<file path="src/rtl/xch_pkg.sv">
package xch_pkg;
  typedef enum logic {
    XCH_WIDE_TO_NARROW = 1'b0,
    XCH_NARROW_TO_WIDE = 1'b1
  } xch_dir_e;
endpackage

</file>
<file path="src/rtl/xch_turn_ctl.sv">
module xch_turn_ctl
  import xch_pkg::*;
(
  input  logic clk,
  input  logic rst,
  input  logic oe_n,
  input  logic dir,
  output logic narrow_drive,
  output logic wide_drive
);
  xch_dir_e dir_q;

  always_ff @(posedge clk) begin
    if (rst) dir_q <= XCH_WIDE_TO_NARROW;
    else     dir_q <= xch_dir_e'(dir);
  end

  always_comb begin
    narrow_drive = !oe_n && (dir_q == XCH_WIDE_TO_NARROW);
    wide_drive   = !oe_n && (dir_q == XCH_NARROW_TO_WIDE);
  end
endmodule

</file>
<file path="src/rtl/xch_fan_out.sv">
module xch_fan_out #(
  parameter int WORD_W = 18
) (
  input  logic              clk,
  input  logic              rst,
  input  logic              sel,
  input  logic [WORD_W-1:0] a_in,
  output logic [WORD_W-1:0] b1_q,
  output logic [WORD_W-1:0] b2_q
);
  logic [WORD_W-1:0] lead_q;

  always_ff @(posedge clk) begin
    if (rst) begin
      lead_q <= '0;
      b1_q   <= '0;
      b2_q   <= '0;
    end else if (!sel) begin
      lead_q <= a_in;
    end else begin
      b1_q <= lead_q;
      b2_q <= a_in;
    end
  end
endmodule

</file>
<file path="src/rtl/xch_fan_in.sv">
module xch_fan_in #(
  parameter int WORD_W = 18
) (
  input  logic              clk,
  input  logic              rst,
  input  logic              sel,
  input  logic [WORD_W-1:0] b1_in,
  input  logic [WORD_W-1:0] b2_in,
  output logic [WORD_W-1:0] a_q
);
  logic [WORD_W-1:0] park_q;

  always_ff @(posedge clk) begin
    if (rst) begin
      park_q <= '0;
      a_q    <= '0;
    end else if (!sel) begin
      park_q <= b1_in;
      a_q    <= b2_in;
    end else begin
      a_q <= park_q;
    end
  end
endmodule

</file>
<file path="src/rtl/nw_bus_exchanger.sv">
module nw_bus_exchanger #(
  parameter int WORD_W = 18
) (
  input  logic              clk,
  input  logic              rst,
  input  logic              oe_n,
  input  logic              dir,
  input  logic              sel,
  input  logic [WORD_W-1:0] a_in,
  output logic [WORD_W-1:0] a_out,
  output logic              a_oe,
  input  logic [WORD_W-1:0] b1_in,
  output logic [WORD_W-1:0] b1_out,
  output logic              b1_oe,
  input  logic [WORD_W-1:0] b2_in,
  output logic [WORD_W-1:0] b2_out,
  output logic              b2_oe
);
  logic wide_drive;

  xch_turn_ctl u_turn (
    .clk(clk), .rst(rst), .oe_n(oe_n), .dir(dir),
    .narrow_drive(a_oe), .wide_drive(wide_drive)
  );

  xch_fan_out #(.WORD_W(WORD_W)) u_out (
    .clk(clk), .rst(rst), .sel(sel), .a_in(a_in),
    .b1_q(b1_out), .b2_q(b2_out)
  );

  xch_fan_in #(.WORD_W(WORD_W)) u_in (
    .clk(clk), .rst(rst), .sel(sel), .b1_in(b1_in), .b2_in(b2_in),
    .a_q(a_out)
  );

  assign b1_oe = wide_drive;
  assign b2_oe = wide_drive;
endmodule

</file>
<file path="config.mk">
export PLATFORM = sky130hd
export DESIGN_NAME = nw_bus_exchanger
export DESIGN_NICKNAME = d
export VERILOG_FILES = /design/src/rtl/xch_pkg.sv /design/src/rtl/xch_turn_ctl.sv /design/src/rtl/xch_fan_out.sv /design/src/rtl/xch_fan_in.sv /design/src/rtl/nw_bus_exchanger.sv
export SDC_FILE = /design/constraint.sdc
export NUM_CORES = 1
export LEC_CHECK = 0
export BUFFER_PORTS_ARGS = -buffer_cell sky130_fd_sc_hd__clkbuf_2
export CAP_MARGIN = 20
export CORE_MARGIN = 5
export CORE_UTILIZATION = 52
export DETAILED_ROUTE_END_ITERATION = 10
export PLACE_DENSITY = 0.95
export SYNTH_ARGS = -nofsm -noshare
export SYNTH_HDL_FRONTEND = slang
export SYNTH_SLANG_ARGS = --single-unit
</file>
<file path="constraint.sdc">
create_clock -name clk -period 1.8 [get_ports clk]
set_input_delay 0.36 -clock clk [delete_from_list [all_inputs] [get_ports clk]]
set_output_delay 0.36 -clock clk [all_outputs]
set_load 0.01 [all_outputs]
</file>
# Word level (Yosys, flattened, before mapping)
# Index checks and enable logic that the tools add are counted.
dict set report totals {
  reg_bits 91
  latchBits 0
  mem_bits_rw 0
  romBits 0
  output_inout_bits 57
  wordCells 11
  memories 0
}
dict set report op_classes {
  n_addsub 0
  n_mul 0
  div_mod_pow 0
  order_cmp 0
  n_eq_ne 0
  shift 0
  muxes 1
  bitwise 1
  reduce_logical 3
}
# operator count
set ops {}
lappend ops {{$mux 18} 1}
lappend ops {{$logic_and 1x1->1} 2}
lappend ops {{$logic_not 1->1} 1}
lappend ops {{$not 1->1} 1}

# Depth between registers and ports, before layout
# Gate-level depths: netlist of the first run.
dict set report logic_depth {
  ltp_word 2
  mapped_depth 5
}

# Cells and area by module
# From an unflattened synthesis of the first run, not the netlist that was laid out.
dict set report hier_totals {
  cells_unflattened 335
  hier_area_um2 3248.1
}
# module n_inst cells_per_inst area_per_inst_um2
set modules_own_cells {}
lappend modules_own_cells {xch_fan_out 1 194 1924.3}
lappend modules_own_cells {xch_fan_in 1 136 1277.5}
lappend modules_own_cells {xch_turn_ctl 1 4 38.8}
lappend modules_own_cells {nw_bus_exchanger 1 1 7.5}

# Worst setup path after synthesis of the first run
# Ideal clock, no wire load.
dict set report synth_path {
  kind {input to output}
  startpoint {input oe_n}
  endpoint {output b2_oe}
  t_arrival_ns 0.742
  required_time_ns 1.440
  slack_ns 0.698
  stages 2
  n_path_buf 1
  cell_sequence {nor2b_1 -> buf_4}
}
dict set report synth_between {
  elab_chain_cells 2
}
# item line_no
set synth_rtl {}
lappend synth_rtl {{start: declaration} nw_bus_exchanger.sv:6} ;# input logic oe_n,
lappend synth_rtl {{$logic_not 1->1} xch_turn_ctl.sv:20} ;# wide_drive = !oe_n && (dir_q == XCH_NARROW_TO_WIDE);
lappend synth_rtl {{$logic_and 1x1->1} xch_turn_ctl.sv:20}
lappend synth_rtl {{end: declaration} nw_bus_exchanger.sv:17} ;# output logic b2_oe
# No other way between the ends.

# Final worst setup path of the first run
dict set report layout_path {
  startpoint {register u_turn.dir_q}
  endpoint {output b2_oe}
}
dict set report layout_between {
  elab_chain_cells 1
}
# item line_no
set layout_rtl {}
lappend layout_rtl {{start: declaration} xch_turn_ctl.sv:11} ;# xch_dir_e dir_q;
lappend layout_rtl {{start signal: assignment} xch_turn_ctl.sv:15} ;# else dir_q <= xch_dir_e'(dir);
lappend layout_rtl {{$logic_and 1x1->1} xch_turn_ctl.sv:20}
# No other way between the ends.

==> results of run 1 <==
==> report_power, final <==
part / total, W / switching (W) / internal [W]
logic: 0.000388 / 0.000204 / 0.000184
registers: 0.00215 / 0.0000362 / 0.00211
clock network: 0.00149 / 0.000695 / 0.000792
total: 0.00403 / 0.000935 / 0.00309
==> per-layer routing <==
layer	global-route usage [%]	up-vias
met4	5.769	0
li1	-	1291
met5	0	-
met2	30.32	78
met3	5.028	8
met1	17.98	1137
==> placed cells by master, fill, tap and decap left out, types with 2 or more instances in the layout <==
cell type / netlist / layout
mux2i_1: 18 / 18
bufinv_16: 0 / 2
a21oi_1: 72 / 72
clkbuf_2: 0 / 114
nand2b_1: 72 / 72
nor2b_1: 2 / 2
nor2_1: 19 / 19
nand2_1: 36 / 36
inv_6: 0 / 2
buf_12: 2 / 2
dfxtp_1: 91 / 91
clkbuf_8: 0 / 9
==> cells by family (layout without fill, tap and decap cells) <==
kind of cell / after synthesis / after routing / synth area share [%]
muxes: 18 / 18 / 5.629
AOI/OAI and AO/OA: 72 / 72 / 11.26
and+or+nand+nor: 129 / 129 / 20.91
buffers and inverters: 25 / 133 / 5.277
DFF: 91 / 91 / 56.92
==> layout make-up <==
cell class,instances,area (um^2)
sequential,91,1822
clock buffer,9,123.9
tap,75,93.84
fill,497,1989
multi-input combinational,219,1210
timing repair buffer,117,618.1
clock inverter,7,98.84
==> flip-flops by register name (all words and copies together) (netlist names) <==
name and cells:
u_out.lead_q 18, u_in.a_q 18, u_out.b1_q 18, u_turn.dir_q 1, u_out.b2_q 18, u_in.park_q 18
==> stage by stage <==
stage / instances / hold slack, ns / worst slack (ns) / instance area, um^2
2_1_floorplan: 335 / 0.4399 / 0.6983 / 3201
3_5_place_dp: 502 / 0.4559 / 0.5106 / 3744
3_3_place_gp: 502 / 0.4468 / 0.5615 / 3744
6_report: 518 / 0.2342 / 0.4181 / 3966
5_1_grt: 518 / 0.2340 / 0.3448 / 3966
4_1_cts: 518 / 0.2209 / 0.3964 / 3966
==> worst max-delay path by stage <==
| stage | start | to |
|---|---|---|
| after floorplan | oe_n | b2_oe |
| after global placement | sel | u_out.b2_q[2]$_SDFFE_PP0P_ |
| after detailed placement | sel | u_out.b2_q[14]$_SDFFE_PP0P_ |
| after CTS | u_turn.dir_q$_SDFF_PP0_ | b2_oe |
| after global routing | u_turn.dir_q$_SDFF_PP0_ | b2_oe |
| final | u_turn.dir_q$_SDFF_PP0_ | b2_oe |
==> flow_metrics.py, run 1 <==
metrics = {
    "floorplan": {
        "die_area_um2": 7824,
        "start_util_pct": 53.74,
        "die_w_um": 88.46,
        "pin_count": 116,
        "rows": 28,
        "die_y_um": 88.46,
        "core_area_um2": 5956,
    },
    "worst_setup_path": {
        "worstPathArrival_ns": 1.02,
        "r2r-end": "u_in.a_q[10]$_SDFF_PP0_",
        "crit_type": "reg2out",
        "crit_slowest_cell": "dfxtp_1",
        "cp.depth": 2,
        "endpoint_kind": "output port",
        "critPathMaxFanout": 2,
        "start_kind": "flop",
        "r2r_cells": 2,
        "max_stage_delay_ns": 0.33,
        "timing.critical_path.max_delay_family": "flip-flops",
        "reg2reg_slack_ns": 1.14,
        "path_cells": "nor2b_1, clkbuf_2",
        "cp_num_buf_inv": 1,
        "required_ns": 1.44,
        "crit-reg2reg-launch": "u_in.park_q[10]$_SDFFE_PP0N_",
    },
    "yosys": {
        "synthTopCellsByArea": "dfxtp_1 (57%), nand2b_1 (14%), a21oi_1 (11%), mux2i_1 (5.6%), nand2_1 (4.2%)",
        "avgSynthCellArea_um2": 9.554,
        "synth-edff-count": 0,
        "yosysTopAreaCell": "dfxtp_1",
        "synth_flop_cell": "dfxtp_1",
        "ys_ff_latch": 91,
        "synthDominantCellAreaShare_pct": 56.92,
        "yosysMostFrequentCell": "dfxtp_1",
        "ys_async_sr_fraction_pct": 0,
        "syn_nets": 394,
        "yosysSeqAreaShare_pct": 56.92,
        "yosys_warnings": 0,
        "synth_cell_types": 12,
        "synthCells": 335,
        "synth_area_um2": 3201,
        "synthTopCellsByCount": "dfxtp_1 (91), a21oi_1 (72), nand2b_1 (72)",
    },
    "global_route": {
        "grt-ovfl-total": 0,
        "grt.total_usage_pct": 16.54,
        "antenna_found_initial": 0,
        "grt_pass1_wl_um": 10360,
        "grt_pass1_vias": 2497,
        "grt_max_degree": 127,
    },
    "routing": {
        "drt_iter0_markers": 90,
        "top_layer": "met4",
        "remaining_drc_errors": 0,
        "drt-pass1-iter-count": 4,
        "detail_route.wirelength.met1_um": 2572,
        "ant_nets": 0,
        "num_vias": 2514,
        "wl_met3_um": 511,
        "vias_per_cell": 4.853,
        "wl_per_cell_um": 12.19,
        "met2_length_um": 3156,
        "routed_wl_um": 6312,
    },
    "sta": {
        "clock_skew_ns": 0.01170,
        "setup_viol_count_final": 0,
        "max_freq_mhz": 723.6,
        "min_period_ns": 1.382,
        "timing.setup.tns_ns": 0,
        "tightest_slew_ns": 0.4308,
        "fin_crit_sh_pct": 76.77,
        "hold_violations": 0,
        "slew_headroom_pct": 71.28,
        "rsz0062_at_grt": "false",
        "drv_slew": 0,
    },
    "worst_hold_path": {
        "min-delay-start": "dir",
        "hold_depth": 2,
        "hold_end": "u_turn.dir_q$_SDFF_PP0_",
        "hold_path_class": "in2reg",
    },
    "finish": {
        "synthToLayoutAreaGrowth_pct": 23.92,
        "diodes": 0,
        "drive_above_1_share_pct": 30.02,
        "fin_util_pct": 66.60,
        "nNetsFinal": 497,
    },
    "power_and_ir_drop": {
        "design_power_total_w": 0.004025,
        "power_density_nw_per_um2": 1015,
        "leakagePower_nw": 1.799,
        "ir_drop_mv": 0.6403,
    },
    "run": {
        "maxCapViolCount": 0,
    },
    "clock_tree": {
        "root_buffer": "clkbuf_8",
        "ctsLongestPathBuffers": 2,
        "postCtsHoldBufs": 0,
        "cts.sinks": 91,
        "cts_buffers": 9,
        "clk_pin_slew_ns": 0.09,
        "cts_resized": 0,
        "cts_setup_buffers": 0,
        "cts_tree": "done",
        "htreeDepth": 3,
        "clock_latency_ns": 0.34,
    },
    "place": {
        "io_buffers": 115,
        "globalplace.congestion": 0.7546,
        "hpwlAfterDp_um": 4428,
    },
    "outcome": {
        "status": "finished, final reports clean",
    },
}
(Power assumes the default switching activity.)
==> inputs of run 2 (changes only) <==
--- a/config.mk
+++ b/config.mk
@@ -8,9 +8,9 @@
 export BUFFER_PORTS_ARGS = -buffer_cell sky130_fd_sc_hd__clkbuf_2
 export CAP_MARGIN = 20
 export CORE_MARGIN = 5
-export CORE_UTILIZATION = 52
+export CORE_UTILIZATION = 49
 export DETAILED_ROUTE_END_ITERATION = 10
-export PLACE_DENSITY = 0.95
+export PLACE_DENSITY = 0.91
 export SYNTH_ARGS = -nofsm -noshare
 export SYNTH_HDL_FRONTEND = slang
 export SYNTH_SLANG_ARGS = --single-unit
==> constraint.sdc (replaced) <==
create_clock -name clk -period 1.3 [get_ports clk]
set_input_delay 0.26 -clock clk [delete_from_list [all_inputs] [get_ports clk]]
set_output_delay 0.26 -clock clk [all_outputs]
set_load 0.01 [all_outputs]
==> run 2 against run 1 <==
  * Register-to-register slack worse by 0.51 ns
  * Clock power is 17% higher
  * Critical path type unchanged
  * First-iteration DRC count is 37% lower
  * Clock skew is 0.0026 ns lower
  * Largest cell class unchanged
  * Non-clock buffer count is 1 higher
  * Final cell count is 0.39% higher
  * Combinational power is 39% higher
  * Sequential share of layout area is 0.26 points higher
  * Critical path depth stayed put
==> flow_metrics.py, run 2 (synthesis gave the netlist of run 1 again) <==
metrics = {
    "power_and_ir_drop": {
        "power_density_nw_per_um2": 1333,
        "swShare_pct": 22.65,
        "pwr-share-seq_pct": 56.7,
        "ir_drop_mv": 0.7555,
        "pwr-share-comb_pct": 10.3,
        "intPower_w": 0.004065,
        "netSwitchingPower_w": 0.001191,
        "clockPowerShare_pct": 33.1,
        "leakagePower_nw": 1.789,
    },
    "floorplan": {
        "die_w_um": 90.82,
        "die_area_um2": 8248,
        "start_util_pct": 50.40,
        "pin_count": 116,
        "rows": 29,
        "core_area_um2": 6350,
        "die_y_um": 90.82,
    },
    "place": {
        "placed_area_um2": 3766,
        "hpwlAfterDp_um": 4469,
        "io_buffers": 115,
        "placed_cells": 505,
        "globalplace.congestion": 0.7482,
    },
    "sta": {
        "timing.hold.ws_ns": 0.1563,
        "hold_violations": 0,
        "clock_skew_ns": 0.009083,
        "rsz0062_at_grt": "false",
        "drv_slew": 0,
        "fin_crit_sh_pct": 95.95,
        "setup_viol_count_final": 0,
        "tightest_slew_ns": 0.3569,
        "min_period_ns": 1.247,
        "timing.setup.tns_ns": 0,
        "max_freq_mhz": 801.7,
        "slew_headroom_pct": 76.20,
    },
    "routing": {
        "drt-pass1-iter-count": 4,
        "wl_per_cell_um": 11.94,
        "routed_wl_um": 6208,
        "drt_iter0_markers": 57,
        "vias_per_cell": 4.712,
        "ant_nets": 0,
        "remaining_drc_errors": 0,
        "num_vias": 2450,
    },
    "clock_tree": {
        "clk_pin_slew_ns": 0.08,
        "htreeDepth": 3,
        "clock_latency_ns": 0.34,
        "cts_tree": "done",
        "cts.sinks": 91,
        "cts_buffers": 9,
        "ctsLongestPathBuffers": 2,
        "root_buffer": "clkbuf_8",
    },
    "finish": {
        "layout_common_cells": "clkbuf_2 (114), dfxtp_1 (91), nand2b_1 (72), a21oi_1 (72), nand2_1 (36)",
        "final_cell_area_um2": 3944,
        "final_cells": 520,
        "diodes": 0,
        "synthToLayoutAreaGrowth_pct": 23.22,
        "fin_util_pct": 62.11,
        "drive_above_1_share_pct": 29.57,
        "layout.cells.most_common": "clkbuf_2",
        "nNetsFinal": 498,
    },
    "global_route": {
        "grt.total_usage_pct": 15.47,
        "grt_pass1_vias": 2423,
        "antenna_found_initial": 0,
        "grt-ovfl-total": 0,
        "grt_pass1_wl_um": 10670,
        "grt_max_degree": 92,
    },
    "worst_setup_path": {
        "worstPathArrival_ns": 0.99,
        "critPathMaxFanout": 2,
        "required_ns": 1.04,
        "endpoint_kind": "output port",
        "start_kind": "flop",
        "crit_type": "reg2out",
    },
    "run": {
        "maxCapViolCount": 0,
    },
    "worst_hold_path": {
        "hold_path_class": "in2reg",
    },
    "outcome": {
        "status": "finished, final reports clean",
    },
}
## run 2: cell types whose count changed in the layout (fill, tap and decap cells not counted)
cell / before / now
clkinv_4: 1 / 0
clkinv_2: 1 / 2
nor2b_1: 2 / 1
inv_6: 2 / 0
bufinv_16: 2 / 1
nor2b_2: 0 / 1
buf_12: 2 / 3
clkinvlp_4: 1 / 0
clkbuf_1: 0 / 3
## run 2: worst paths after layout
kind	from	end	slack, ns	cells past startpoint
min	b2_in[5]	u_in.a_q[5]$_SDFF_PP0_	0.16	3
max	u_turn.dir_q$_SDFF_PP0_	b1_oe	0.05	2
min reg2reg	u_in.park_q[17]$_SDFFE_PP0N_	u_in.a_q[17]$_SDFF_PP0_	0.46	2
max reg2reg	u_out.b2_q[3]$_SDFFE_PP0P_	u_out.b2_q[3]$_SDFFE_PP0P_	0.63	2
## run 2: power groups by stage
stage	sequential [W]	combinational, W	clock (W)
floorplan	0.00308	0.000302	0
global route	0.00300	0.000607	0.00192
finish	0.00298	0.000540	0.00174
global placement	0.00304	0.000530	0
CTS	0.00298	0.000549	0.00181
detailed placement	0.00304	0.000547	0
## run 2: critical path: stages (launching register included)
cell and delay (ns):
dfxtp_1 0.35, nor2b_2 0.17, clkbuf_2 0.15
## run 2: layout make-up
class,count,area (um^2)
clock buffer,12,135.1
clock inverter,3,40.04
fill,544,2406
multi-input combinational,219,1212
sequential,91,1822
tap,77,96.34
timing repair buffer,118,638.1
## run 2: timing repair
action / 4_1_cts / 5_1_grt
endpoints found under the setup margin: 1 / 0
buffers inserted: 0 / 0
gates resized for setup: 1 / 0
hold buffers: 0 / 0
## run 2: per-layer routing
metal / vias up / routed length (um) / GRT usage (%)
li1: 1294 / - / -
met1: 1079 / 2660 / 17.44
met2: 68 / 3138 / 27.66
met3: 9 / 330 / 3.083
met4: 0 / 79 / 7.335
met5: - / 0 / 0
## run 2: stage by stage
step                power (W)  worst slack [ns]
detailed placement   0.003591            0.1959
CTS                  0.005334           0.02954
global route         0.005524          0.001731
floorplan            0.003378            0.3290
global placement     0.003567            0.2691
finish               0.005256           0.05270
==> inputs of run 3 (changes only) <==
==> constraint.sdc (replaced) <==
create_clock -name clk -period 1.35 [get_ports clk]
set_input_delay 0.135 -clock clk [delete_from_list [all_inputs] [get_ports clk]]
set_output_delay 0.135 -clock clk [all_outputs]
set_load 0.01 [all_outputs]
==> run 3 against run 2 <==
  * Wire length is 3.3% higher
  * Critical path depth unchanged
  * Flip-flop and latch count is the same
  * Total power shrank 3.0%
  * Via count up 1.1%
  * Cell area grew 0.13%
  * Combinational power is 3% lower
  * Critical endpoint unchanged
  * Largest cell class unchanged
  * Clock power decreased by 2%
  * Worst hold slack worse by 0.12 ns
==> flow_metrics.py, run 3 (synthesis gave the netlist of run 1 again) <==
metrics = {
    "sta": {
        "setup_viol_count_final": 0,
        "min_period_ns": 1.147,
        "timing.setup.tns_ns": 0,
        "fin_crit_sh_pct": 84.95,
        "tightest_slew_ns": 0.3848,
        "slew_headroom_pct": 74.35,
        "rsz0062_at_grt": "false",
        "drv_slew": 0,
        "clock_skew_ns": 0.007376,
        "hold_violations": 0,
        "setup_slack_ns": 0.2032,
        "max_freq_mhz": 872.0,
    },
    "routing": {
        "remaining_drc_errors": 0,
        "num_vias": 2476,
        "ant_nets": 0,
        "drt-pass1-iter-count": 4,
        "routed_wl_um": 6410,
        "drt_iter0_markers": 93,
        "vias_per_cell": 4.771,
        "wl_per_cell_um": 12.35,
    },
    "worst_hold_path": {
        "hold_depth": 3,
        "hold_path_class": "in2reg",
    },
    "place": {
        "placed_area_um2": 3766,
        "globalplace.congestion": 0.7346,
        "dp_slack_ns": 0.3397,
        "hpwlAfterDp_um": 4642,
        "io_buffers": 115,
    },
    "clock_tree": {
        "cts_buffers": 9,
        "clock_latency_ns": 0.33,
        "cts_setup_buffers": 0,
        "cts.sinks": 91,
        "root_buffer": "clkbuf_8",
        "htreeDepth": 3,
        "ctsLongestPathBuffers": 2,
        "clk_pin_slew_ns": 0.08,
        "cts_resized": 0,
        "postCtsHoldBufs": 0,
        "cts_tree": "done",
    },
    "worst_setup_path": {
        "required_ns": 1.22,
        "critPathMaxFanout": 2,
        "r2r_cells": 2,
        "endpoint_kind": "output port",
        "worstPathArrival_ns": 1.01,
        "start_kind": "flop",
        "crit_type": "reg2out",
    },
    "finish": {
        "final.fill_count": 538,
        "drive_above_1_share_pct": 29.41,
        "layout.cells.most_common": "clkbuf_2",
        "diodes": 0,
        "synthToLayoutAreaGrowth_pct": 23.38,
        "final_cell_area_um2": 3949,
        "fin_util_pct": 62.19,
        "nNetsFinal": 498,
        "layout_common_cells": "clkbuf_2 (114), dfxtp_1 (91), nand2b_1 (72), a21oi_1 (72), nand2_1 (36)",
    },
    "power_and_ir_drop": {
        "power_density_nw_per_um2": 1291,
        "ir_drop_mv": 0.7857,
        "leakagePower_nw": 1.787,
        "design_power_total_w": 0.005097,
    },
    "floorplan": {
        "die_area_um2": 8248,
        "core_area_um2": 6350,
        "start_util_pct": 50.40,
        "die_y_um": 90.82,
        "die_w_um": 90.82,
        "pin_count": 116,
        "rows": 29,
    },
    "global_route": {
        "grt.total_usage_pct": 15.60,
        "antenna_found_initial": 0,
        "grt_pass1_wl_um": 10730,
        "grt-ovfl-total": 0,
        "grt_max_degree": 92,
        "grt_pass1_vias": 2475,
    },
    "outcome": {
        "status": "finished, final reports clean",
    },
    "run": {
        "maxCapViolCount": 0,
    },
}
run 3: worst paths after layout:
kind	startpoint	to	slack (ns)
worst min register to register	u_in.park_q[17]$_SDFFE_PP0N_	u_in.park_q[17]$_SDFFE_PP0N_	0.46
worst max register to register	u_out.b2_q[12]$_SDFFE_PP0P_	u_out.b2_q[12]$_SDFFE_PP0P_	0.72
worst max-delay path	u_turn.dir_q$_SDFF_PP0_	b1_oe	0.20
worst min-delay path	b2_in[5]	u_in.a_q[5]$_SDFF_PP0_	0.04
run 3: where the power goes:
part           switching, W  internal [W]
logic              0.000271      0.000251
registers         0.0000499       0.00282
clock network      0.000816      0.000889
run 3: cell type report:
type                       instances  area (um^2)  area share [%]
clock buffer                      12        145.1           3.676
clock inverter                     2        37.54          0.9506
sequential                        91         1822           46.13
timing repair buffer             118        638.1           16.16
tap                               77        96.34           2.440
multi-input combinational        219         1210           30.64
run 3: critical path, stage by stage (launching register included):
cell and delay, ns:
dfxtp_1 0.35, nor2b_1 0.18, clkbuf_2 0.16
run 3: routing by layer:
| layer | vias to the layer above | share of wire [%] | global-route usage, % |
|---|---|---|---|
| li1 | 1291 | - | - |
| met1 | 1107 | 41 | 17.01 |
| met2 | 63 | 51 | 28.03 |
| met3 | 15 | 5.3 | 3.917 |
| met4 | 0 | 2.6 | 7.335 |
| met5 | - | 0 | 0 |
run 3: per-stage QoR:
stage,std cells,hold slack (ns)
after CTS,519,0.02118
after global placement,505,0.3449
after detailed placement,505,0.3807
final,519,0.03937
after global routing,519,0.02091
after floorplan,335,0.2632
